==> src/rtl/step_chopper_pkg.sv <==
package step_chopper_pkg;

    localparam int MV_W       = 10;
    localparam int NOMINAL_MV = 500;

    typedef enum logic [1:0] {
        DUTY_3Q   = 2'd0,
        DUTY_FULL = 2'd1,
        DUTY_HALF = 2'd2,
        DUTY_OFF  = 2'd3
    } duty_code_e;

    // reference level in millivolts for a reduction request and level code
    function automatic logic [MV_W-1:0] level_mv(input logic reduce, input logic [1:0] code);
        int pct;
        if (!reduce) begin
            pct = 100;
        end else begin
            case (code)
                2'd0:    pct = 40;
                2'd1:    pct = 50;
                2'd2:    pct = 70;
                default: pct = 85;
            endcase
        end
        return MV_W'((NOMINAL_MV * pct) / 100);
    endfunction

endpackage

==> src/rtl/chop_sync.sv <==
module chop_sync #(
    parameter int STAGES = 2
) (
    input  logic clk,
    input  logic rst_n,
    input  logic async_i,
    output logic sync_o
);

    typedef struct packed {
        logic [STAGES-1:0] chain;
    } sync_s;

    sync_s st_d, st_q;

    always_comb begin
        st_d       = st_q;
        st_d.chain = {st_q.chain[STAGES-2:0], async_i};
    end

    always_ff @(posedge clk or negedge rst_n) begin
        if (!rst_n) st_q <= '0;
        else        st_q <= st_d;
    end

    assign sync_o = st_q.chain[STAGES-1];

endmodule

==> src/rtl/chop_osc.sv <==
module chop_osc #(
    parameter int PERIOD_CYC = 50,
    parameter int CW         = 7
) (
    input  logic          clk,
    input  logic          rst_n,
    input  logic          disable_i,
    input  logic          restart_i,
    input  logic          double_i,
    output logic          start_o,
    output logic [CW-1:0] cnt_o,
    output logic          tick_o
);

    localparam logic [CW-1:0] LAST_SGL = CW'(PERIOD_CYC - 1);
    localparam logic [CW-1:0] LAST_DBL = CW'(2 * PERIOD_CYC - 1);

    typedef struct packed {
        logic [CW-1:0] cnt;
        logic          tick;
        logic          parked;
    } osc_s;

    osc_s          st_d, st_q;
    logic [CW-1:0] last;
    logic          start;

    always_comb begin
        st_d        = st_q;
        last        = double_i ? LAST_DBL : LAST_SGL;
        // a period begins after a park, on a phase change or at wrap
        start       = !disable_i && (restart_i || st_q.parked || (st_q.cnt >= last));
        st_d.parked = disable_i;
        st_d.tick   = start;
        st_d.cnt    = (disable_i || start) ? '0 : st_q.cnt + 1'b1;
    end

    always_ff @(posedge clk or negedge rst_n) begin
        if (!rst_n) st_q <= '{cnt: '0, tick: 1'b0, parked: 1'b1};
        else        st_q <= st_d;
    end

    assign start_o = start;
    assign cnt_o   = st_q.cnt;
    assign tick_o  = st_q.tick;

    AST_CNT_BOUND: assert property (@(posedge clk) disable iff (!rst_n)
        st_q.cnt <= LAST_DBL) else $error("counter beyond longest period");

    AST_PARK_ZERO: assert property (@(posedge clk) disable iff (!rst_n)
        disable_i |=> (st_q.cnt == '0 && !st_q.tick)) else $error("counter not parked");

    AST_RESTART_ZERO: assert property (@(posedge clk) disable iff (!rst_n)
        (restart_i && !disable_i) |=> (st_q.cnt == '0 && st_q.tick)) else $error("phase restart missed");

endmodule

==> src/rtl/chop_ref.sv <==
module chop_ref
    import step_chopper_pkg::*;
(
    input  logic            clk,
    input  logic            rst_n,
    input  logic            reduce_i,
    input  logic [1:0]      level_code_i,
    output logic [MV_W-1:0] lvl_o
);

    typedef struct packed {
        logic [MV_W-1:0] lvl;
    } ref_s;

    ref_s st_d, st_q;

    always_comb begin
        st_d     = st_q;
        st_d.lvl = level_mv(reduce_i, level_code_i);
    end

    always_ff @(posedge clk or negedge rst_n) begin
        if (!rst_n) st_q <= '{lvl: MV_W'(NOMINAL_MV)};
        else        st_q <= st_d;
    end

    assign lvl_o = st_q.lvl;

    AST_REF_NOMINAL: assert property (@(posedge clk) disable iff (!rst_n)
        !reduce_i |=> (lvl_o == MV_W'(NOMINAL_MV))) else $error("nominal level lost");

endmodule

==> src/rtl/chop_gate.sv <==
module chop_gate
    import step_chopper_pkg::*;
#(
    parameter int WINDOW_CYC = 8,
    parameter int CW         = 7
) (
    input  logic          clk,
    input  logic          rst_n,
    input  logic          disable_i,
    input  logic          open_i,
    input  logic [1:0]    duty_code_i,
    input  logic          start_i,
    input  logic [CW-1:0] cnt_i,
    input  logic          trip_i,
    output logic          hs_o,
    output logic          assist_o
);

    localparam int            OW        = CW + 1;
    localparam logic [OW-1:0] ON_3Q     = OW'((WINDOW_CYC * 3) / 4);
    localparam logic [OW-1:0] ON_FULL   = OW'(WINDOW_CYC);
    localparam logic [OW-1:0] ON_HALF   = OW'(WINDOW_CYC / 2);
    localparam logic [CW-1:0] BLANK_END = CW'(WINDOW_CYC - 1);

    typedef struct packed {
        logic hs;
        logic assist;
    } gate_s;

    gate_s         st_d, st_q;
    logic [OW-1:0] on_len;
    logic [OW-1:0] cnt_nxt;
    logic          drive_ok;
    logic          blank_over;
    logic          hs_closed;
    logic          hs_open;

    always_comb begin
        case (duty_code_e'(duty_code_i))
            DUTY_3Q:   on_len = ON_3Q;
            DUTY_FULL: on_len = ON_FULL;
            DUTY_HALF: on_len = ON_HALF;
            default:   on_len = '0;
        endcase
    end

    always_comb begin
        st_d       = st_q;
        cnt_nxt    = {1'b0, cnt_i} + OW'(1);
        drive_ok   = !(open_i && duty_code_e'(duty_code_i) == DUTY_OFF);
        blank_over = (cnt_i >= BLANK_END);
        // set dominates: a new period always turns the switch on
        hs_closed  = start_i || (st_q.hs && !(trip_i && blank_over));
        hs_open    = start_i ? (on_len != '0) : (st_q.hs && (cnt_nxt < on_len));
        st_d.hs     = !disable_i && (open_i ? hs_open : hs_closed);
        st_d.assist = !disable_i && drive_ok && !st_d.hs;
    end

    always_ff @(posedge clk or negedge rst_n) begin
        if (!rst_n) st_q <= '0;
        else        st_q <= st_d;
    end

    assign hs_o     = st_q.hs;
    assign assist_o = st_q.assist;

    AST_NO_OVERLAP: assert property (@(posedge clk) disable iff (!rst_n)
        !(st_q.hs && st_q.assist)) else $error("switch overlap");

    AST_OFF_WHEN_DISABLED: assert property (@(posedge clk) disable iff (!rst_n)
        disable_i |=> (!st_q.hs && !st_q.assist)) else $error("drive while disabled");

    AST_BLANK_HOLD: assert property (@(posedge clk) disable iff (!rst_n)
        (st_q.hs && !open_i && !disable_i && cnt_i < BLANK_END) |=> st_q.hs) else $error("on phase cut in window");

    AST_OPEN_OFF_CODE: assert property (@(posedge clk) disable iff (!rst_n)
        (open_i && duty_code_e'(duty_code_i) == DUTY_OFF) |=> !st_q.hs) else $error("switch on with off code");

endmodule

==> src/rtl/step_chopper.sv <==
module step_chopper
    import step_chopper_pkg::*;
#(
    parameter int PERIOD_CYC  = 50,
    parameter int WINDOW_CYC  = 8,
    parameter int SYNC_STAGES = 2
) (
    input  logic            clk,
    input  logic            rst_n,
    input  logic            drive_off_i,
    input  logic            open_loop_i,
    input  logic            half_rate_i,
    input  logic [1:0]      on_code_i,
    input  logic [1:0]      level_code_i,
    input  logic            reduce_i,
    input  logic            phase_step_i,
    input  logic            trip_i,
    output logic            hs_on_o,
    output logic            ls_assist_o,
    output logic            period_tick_o,
    output logic [MV_W-1:0] ref_mv_o
);

    // WINDOW_CYC must lie in 2..PERIOD_CYC, SYNC_STAGES must be at least 2
    localparam int CW = $clog2(2 * PERIOD_CYC);

    logic          trip_s;
    logic          start;
    logic [CW-1:0] cnt;

    chop_sync #(.STAGES(SYNC_STAGES)) u_sync (
        .clk     (clk),
        .rst_n   (rst_n),
        .async_i (trip_i),
        .sync_o  (trip_s)
    );

    chop_osc #(.PERIOD_CYC(PERIOD_CYC), .CW(CW)) u_osc (
        .clk       (clk),
        .rst_n     (rst_n),
        .disable_i (drive_off_i),
        .restart_i (phase_step_i),
        .double_i  (half_rate_i && !open_loop_i),
        .start_o   (start),
        .cnt_o     (cnt),
        .tick_o    (period_tick_o)
    );

    chop_gate #(.WINDOW_CYC(WINDOW_CYC), .CW(CW)) u_gate (
        .clk         (clk),
        .rst_n       (rst_n),
        .disable_i   (drive_off_i),
        .open_i      (open_loop_i),
        .duty_code_i (on_code_i),
        .start_i     (start),
        .cnt_i       (cnt),
        .trip_i      (trip_s),
        .hs_o        (hs_on_o),
        .assist_o    (ls_assist_o)
    );

    chop_ref u_ref (
        .clk          (clk),
        .rst_n        (rst_n),
        .reduce_i     (reduce_i),
        .level_code_i (level_code_i),
        .lvl_o        (ref_mv_o)
    );

    AST_PHASE_TURNS_ON: assert property (@(posedge clk) disable iff (!rst_n)
        (phase_step_i && !drive_off_i && !(open_loop_i && on_code_i == DUTY_OFF)) |=> (hs_on_o && period_tick_o))
        else $error("phase change did not restart chopping");

    AST_TICK_WITH_ON: assert property (@(posedge clk) disable iff (!rst_n)
        (period_tick_o && !open_loop_i) |-> hs_on_o) else $error("closed-loop period began off");

endmodule

==> config.mk <==
export PLATFORM = sky130hd
export DESIGN_NAME = step_chopper
export DESIGN_NICKNAME = d
export VERILOG_FILES = /design/src/rtl/step_chopper_pkg.sv /design/src/rtl/chop_sync.sv /design/src/rtl/chop_osc.sv /design/src/rtl/chop_ref.sv /design/src/rtl/chop_gate.sv /design/src/rtl/step_chopper.sv
export SDC_FILE = /design/constraint.sdc
export NUM_CORES = 1
export LEC_CHECK = 0
export ABC_AREA = 1
export BUFFER_PORTS_ARGS = -buffer_cell sky130_fd_sc_hd__buf_2
export CAP_MARGIN = 20
export CORE_UTILIZATION = 46
export CTS_BUF_LIST = sky130_fd_sc_hd__clkbuf_8
export CTS_CLUSTER_SIZE = 25
export DETAILED_ROUTE_END_ITERATION = 10
export SKIP_CTS_REPAIR_TIMING = 1
export SYNTH_ARGS = -nofsm -noshare
export SYNTH_HDL_FRONTEND = slang
export SYNTH_HIERARCHICAL = 1
export SYNTH_SLANG_ARGS = --single-unit
export TNS_END_PERCENT = 30
==> constraint.sdc <==
create_clock -name clk -period 2.2 [get_ports clk]
set_input_delay 0.11 -clock clk [delete_from_list [all_inputs] [get_ports clk]]
set_output_delay 0.11 -clock clk [all_outputs]
set_load 0.01 [all_outputs]
==> metrics.txt, run 1 <==
status finished with violations; failing checks negative setup slack; Core ar. 11400 sq um; synthesized area ~5400 sq um; Max Cap Viol 0; number of synthesized flops with an enable pin 0; Req. time, crit path 2.37 ns; Syn Area/Cell 6.06 sq um; Row Count 39; Synth cell types 41; initial antenna violation count 0; commonest non-fill, non-tap cell in the layout buf_4; flop2flop setup slack 0.20 ns; Async S/R FF share, synth 100%; largest net degree at the start of global routing 24; Synth Flop Type dfrtp_1; synth warn 6; worst setup margin -6.79 ns; antenna viol nets, final 0; DRT Pass-1 Iters 8; CTS max path bufs 2; fin crit share 408%; Startpoint Class input pin; area delta synth->final 53.9%; routed wire length approximately 16 mm; end of the worst hold path u_osc/cnt_o[6]; first-pass GRT wire length 25.1 mm; Via density 4.97; vias roughly 6300; CTS buffer count 3; R2R Path End u_gate/assist_o; GRT Overall Usage 23.7%; worst hold start phase_step_i; IO Pins 25; Synth Net Count 969; Crit. Startpoint level_code_i[0]; die area 12200 sq um; vias in the first global route between 5000 and 6000; Worst Tran Pin Value 0.565 ns; clock tree from TritonCTS done; Starting Density 47.3%; unrepaired setup endpoints after global routing true; slowest CP cell fa_1; final number of setup-violating endpoints 9; Slew Limit Fails 0; Clock Latency Late Sink about 0.28 ns; die width 110 um; # H-tree levels 1; Slew HR 62.3%; Hold Path Stages 6; CP dominant cell by count nand2_2; commonest cells after routing, fill and taps aside 204 x buf_4, 200 x nand2_1, 123 x inv_1, 94 x nand2_2, 72 x nand3_1; Seq/Total Area, Yosys 10.8%; Final Hold Fails 0; final net count between 1000 and 1500; Ant. Diodes 0; gpl congestion 0.942; WP data arrival 9.16 ns; reg2reg start u_osc/cnt_o[4]; CP max stage delay 0.57 ns; clock skew 0.0128 ns; r2r worst-path depth 12; CP endpoint kind register; WL per Instance 12.8 um; layout cell share with drive strength beyond 1 between 40% and 50%; clock-pin slew on the worst setup and hold paths 0.11 ns; Post-Synthesis Cells 892; Worst Path Max Fanout 8; min-delay worst type in2reg; Final HPWL DP between 10 and 15 mm; Die H around 110 um; CTS Sinks 23; Fmax 0.111 GHz; Setup CP Type in2reg; min cycle time layout 8.99 ns; GRT overflow 0; root buffer cell clkbuf_8; #FFs+latches synth 23; port bufs 24; drc violations 0; 1st-iter DRT viols 252; pre-CTS setup slack -7.30 ns
[cell usage after synthesis, types with 2 or more instances]
master    instances  area (sq um)
buf_4             9          67.6
dfstp_2           7           184
clkinv_1          4          15.0
nand3_1         104           521
dfrtp_1          16           400
o21ai_0          14          70.1
inv_1           136           510
o21ai_2           4          35.0
a21oi_1          10          50.1
nand4_1          14          87.6
o211ai_1          2          15.0
nor2_2           11          68.8
nor2_4            8          90.1
clkbuf_1          2          7.51
nand3_2           9          90.1
inv_2            20          75.1
nand2_2          37           231
xnor2_1           8          70.1
xor2_1           22           193
fa_1             15           300
nor2_1           61           229
nand3b_1          7          52.6
ha_1             50           626
a21oi_2           3          26.3
o21ai_1           7          35.0
nand2_4          13           146
nand2_1         285          1070
[sequential cells by signal, indices dropped and copies added (netlist names)]
name and cells:
u_osc/st_q 1, u_osc/cnt_o 7, u_osc/tick_o 1, u_sync/st_q 2
u_gate/hs_o 1, u_gate/assist_o 1, u_ref/lvl_o 10
[per-stage QoR]
stage | std cells | utilization, % | TNS (ns) | hold WS, ns | instance area, sq um
2_1_floorplan | 892 | - | -39.26 | -0.186 | 5600
3_3_place_gp | 1235 | 63.3 | -45.17 | 0.123 | 7220
3_5_place_dp | 1235 | 63.3 | -47.61 | 0.135 | 7220
4_1_cts | 1239 | 63.7 | -44.95 | -0.179 | 7270
5_1_grt | 1267 | 72.8 | -46.41 | 0.266 | 8320
6_report | 1267 | 72.8 | -42.79 | 0.248 | 8320
[final cells by class]
cell class / instances / area, sq um
clock buffers: 3 / 41.3
clock inverters: 1 / 7.51
fillers: 927 / 3100
inverters: 160 / 613
multi-input cells: 699 / 5110
flip-flops and latches: 23 / 584
well taps: 143 / 179
repair buffers: 238 / 1780
[kinds of logic (layout without fill, tap and decap cells)]
group                    Yosys count  in the layout  synth area share (%)
flip-flops                        23             23                  10.8
AND/OR/NAND/NOR                  556            559                  49.4
XOR/XNOR                          30             30                  4.86
adder cells (fa/ha/maj)           65             65                  17.1
AO/OA/AOI/OAI                     45             45                  5.05
buffers and inverters            173            402                  12.8
[routing by layer]
metal | up-vias | share of wire, % | track usage [%]
met5 | - | 0 | 0
met4 | 0 | 1.9 | 5.16
met3 | 29 | 1.8 | 1.26
met2 | 86 | 55 | 46.3
met1 | 2932 | 41 | 28.0
li1 | 3254 | - | -
[worst max-delay path by stage]
stage | end
final | u_ref/lvl_o[0]
after global placement | u_ref/lvl_o[0]
after floorplan | u_ref/lvl_o[0]
after global routing | u_ref/lvl_o[0]
after detailed placement | u_ref/lvl_o[0]
after CTS | u_ref/lvl_o[0]
[critical path, delay by kind of cell]
kind	cells	cell delay (ns)
AND/OR/NAND/NOR	54	5.12
buffers and inverters	13	1.13
AO/OA/AOI/OAI	3	0.53
adder cells (fa/ha/maj)	6	2.23
Power of run 1 is left out: the tool's default activity adds up to more than one toggle a clock period on the data nets, which glitch-free logic cannot reach.
==> inputs of run 2 (changes only) <==
Settings changed: ABC_AREA 1 to not set, SKIP_LAST_GASP set to 1.
==> run 2 against run 1 <==
The run still ends with negative setup slack left. Sequential share of layout area decreased by 0.93 points. Synthesized cell count is 13% lower. Worst hold slack worse by 0.033 ns. Core utilization fell by 0.14 points. Die area grew 15%. Fmax fell by 16%. Final area grew 15%. Critical path depth fell by 31. Non-clock buffer count up 111. Clock skew is 0.010 ns lower. Count of clock-buffer cells in the layout did not move.
==> metrics.txt, run 2 <==
first-pass GRT wire length 33.6 mm; Final HPWL DP 16.7 mm; Final Hold Fails 0; fin crit share 488%; slowest CP cell fa_1; GRT Overall Usage 28.5%; Slew Limit Fails 0; Worst Tran Pin Value 0.596 ns; Die H 118 um; antenna viol nets, final 0; drc violations 0; DRT Pass-1 Iters 5; vias 7473; Post-Synthesis Cells between 700 and 800; number of synthesized flops with an enable pin 0; Ant. Diodes 0; Slew HR 60.2%; routed wire length 20.8 mm; post-layout util 72.7%; Crit. Startpoint level_code_i[0]; dominant cell type by area after synthesis ha_1; final net count ~1200; synth warn 6; Core ar. 13200 sq um; Storage cell area 584 sq um; Row Count 42; min-delay worst type in2reg; CTS max path bufs 2; Max Cap Viol 0; commonest cells after routing, fill and taps aside 316 x buf_4, 49 x nand2_1, 46 x nor2_1, 42 x ha_1, 39 x a21oi_1; Post-synth top cells 51 x nor2_1, 50 x ha_1, 49 x nand2_1; Async S/R FF share, synth 100%; port bufs 24; reg2reg start u_osc/cnt_o[1]; clock skew 0.00252 ns; WP data arrival 10.89 ns; Synth Net Count 857; #FFs+latches synth 23; CTS buffer count 3; Syn Area/Cell 7.97 sq um; share of the synthesized area in the top cell type 10.1%; 1st-iter DRT viols 553; initial antenna violation count 0; failing checks negative setup slack; Req. time, crit path 2.35 ns; Startpoint Class input pin; Synth Flop Type dfrtp_1; clock tree from TritonCTS done; CP endpoint kind register; layout cell share with drive strength beyond 1 46.6%; Worst Path Max Fanout 7; Seq/Total Area, Yosys 9.39%; WL per Instance 16.3 um; clock-pin slew on the worst setup and hold paths 0.09 ns; GRT overflow 0; Area contributors post-synth ha_1 10%, dfrtp_1 6.4%, fa_1 4.8%, a21oi_1 3.8%, nor2_1 3.1%; IO Pins 25; Cell Area, Placed 8920 sq um; status finished with violations; area of the multi-input gates 5960 sq um; fin area 9590 sq um; Worst Hold Margin 0.215 ns; most frequent cell after synthesis nor2_1; vias in the first global route ~7200; gpl congestion 0.956; area delta synth->final 54.2%; Via density around 6; CTS Sinks 23; commonest non-fill, non-tap cell in the layout buf_4; max reg flops 10; Synth cell types 115; largest net degree at the start of global routing 24; die width 118 um; synthesized area slightly above 6000 sq um; # H-tree levels 1; Fmax 0.0931 GHz; final number of setup-violating endpoints 9; worst hold start reduce_i; Setup CP Type in2reg; die area between 10000 and 15000 sq um; min cycle time layout 10.75 ns; unrepaired setup endpoints after global routing true; Clock Latency Late Sink 0.27 ns; CP max stage delay 0.55 ns; Starting Density 47.2%; worst setup margin -8.55 ns; FILL cells 1043; root buffer cell clkbuf_8
run 2: cell count changes after synthesis, moves of 23 or more:
cell / before / now
nand2_2: 37 / 0
a21oi_1: 10 / 47
nor3_1: 0 / 32
nand3_1: 104 / 24
nand2_1: 285 / 49
o21ai_0: 14 / 37
inv_1: 136 / 41
run 2: path summary, 6_finish.rpt:
| check | to | slack (ns) | cells after the start |
|---|---|---|---|
| min in group asynchronous | u_osc/cnt_o[5] | 0.34 | 2 |
| max in group asynchronous | u_ref/lvl_o[7] | 1.49 | 2 |
| hold reg to reg | u_sync/st_q[1] | 0.39 | 0 |
| setup reg to reg | u_gate/assist_o | 0.16 | 7 |
| hold / removal | u_ref/lvl_o[2] | 0.21 | 3 |
| setup / recovery | u_ref/lvl_o[0] | -8.55 | 45 |
run 2: per-layer routing:
metal / track usage, % / share of wire, % / up-vias
met4: 4.89 / 1.0 / 0
met1: 38.0 / 46 / 3596
met5: 0 / 0 / -
met2: 51.2 / 50 / 179
met3: 1.16 / 3.5 / 18
li1: - / - / 3680
run 2: cells by family after synthesis:
family / Yosys count / synth area share [%]
simple gates: 266 / 23.9
xor+xnor: 35 / 5.17
compound gates: 299 / 38.7
fa+ha+maj: 65 / 14.9
buf+inv: 80 / 5.81
mux: 12 / 2.13
flops: 23 / 9.39
run 2: through the flow:
| stage | setup TNS [ns] | worst slack [ns] | cells |
|---|---|---|---|
| final | -54.57 | -8.55 | 1273 |
| after CTS | -55.37 | -8.61 | 1256 |
| after floorplan | -54.53 | -8.33 | 780 |
| after global placement | -56.65 | -8.65 | 1252 |
| after detailed placement | -57.87 | -8.90 | 1252 |
| after global routing | -57.35 | -8.92 | 1273 |
run 2: critical path: cells and delay by family:
kind,cells,cell delay (ns)
AO/OA/AOI/OAI,17,3.96
AND/OR/NAND/NOR,11,3.19
adder cells (fa/ha/maj),6,2.02
buffers and inverters,9,1.07
multiplexers,1,0.31
XOR/XNOR,1,0.21
run 2: cell type report:
class	instances	area share (%)
clock inverter	1	0.0783
multi-input combinational	677	62.1
timing repair buffer	349	27.3
sequential	23	6.09
clock buffer	3	0.431
inverter	44	1.72
tap	176	2.30
Power of run 2 is left out for the same reason.
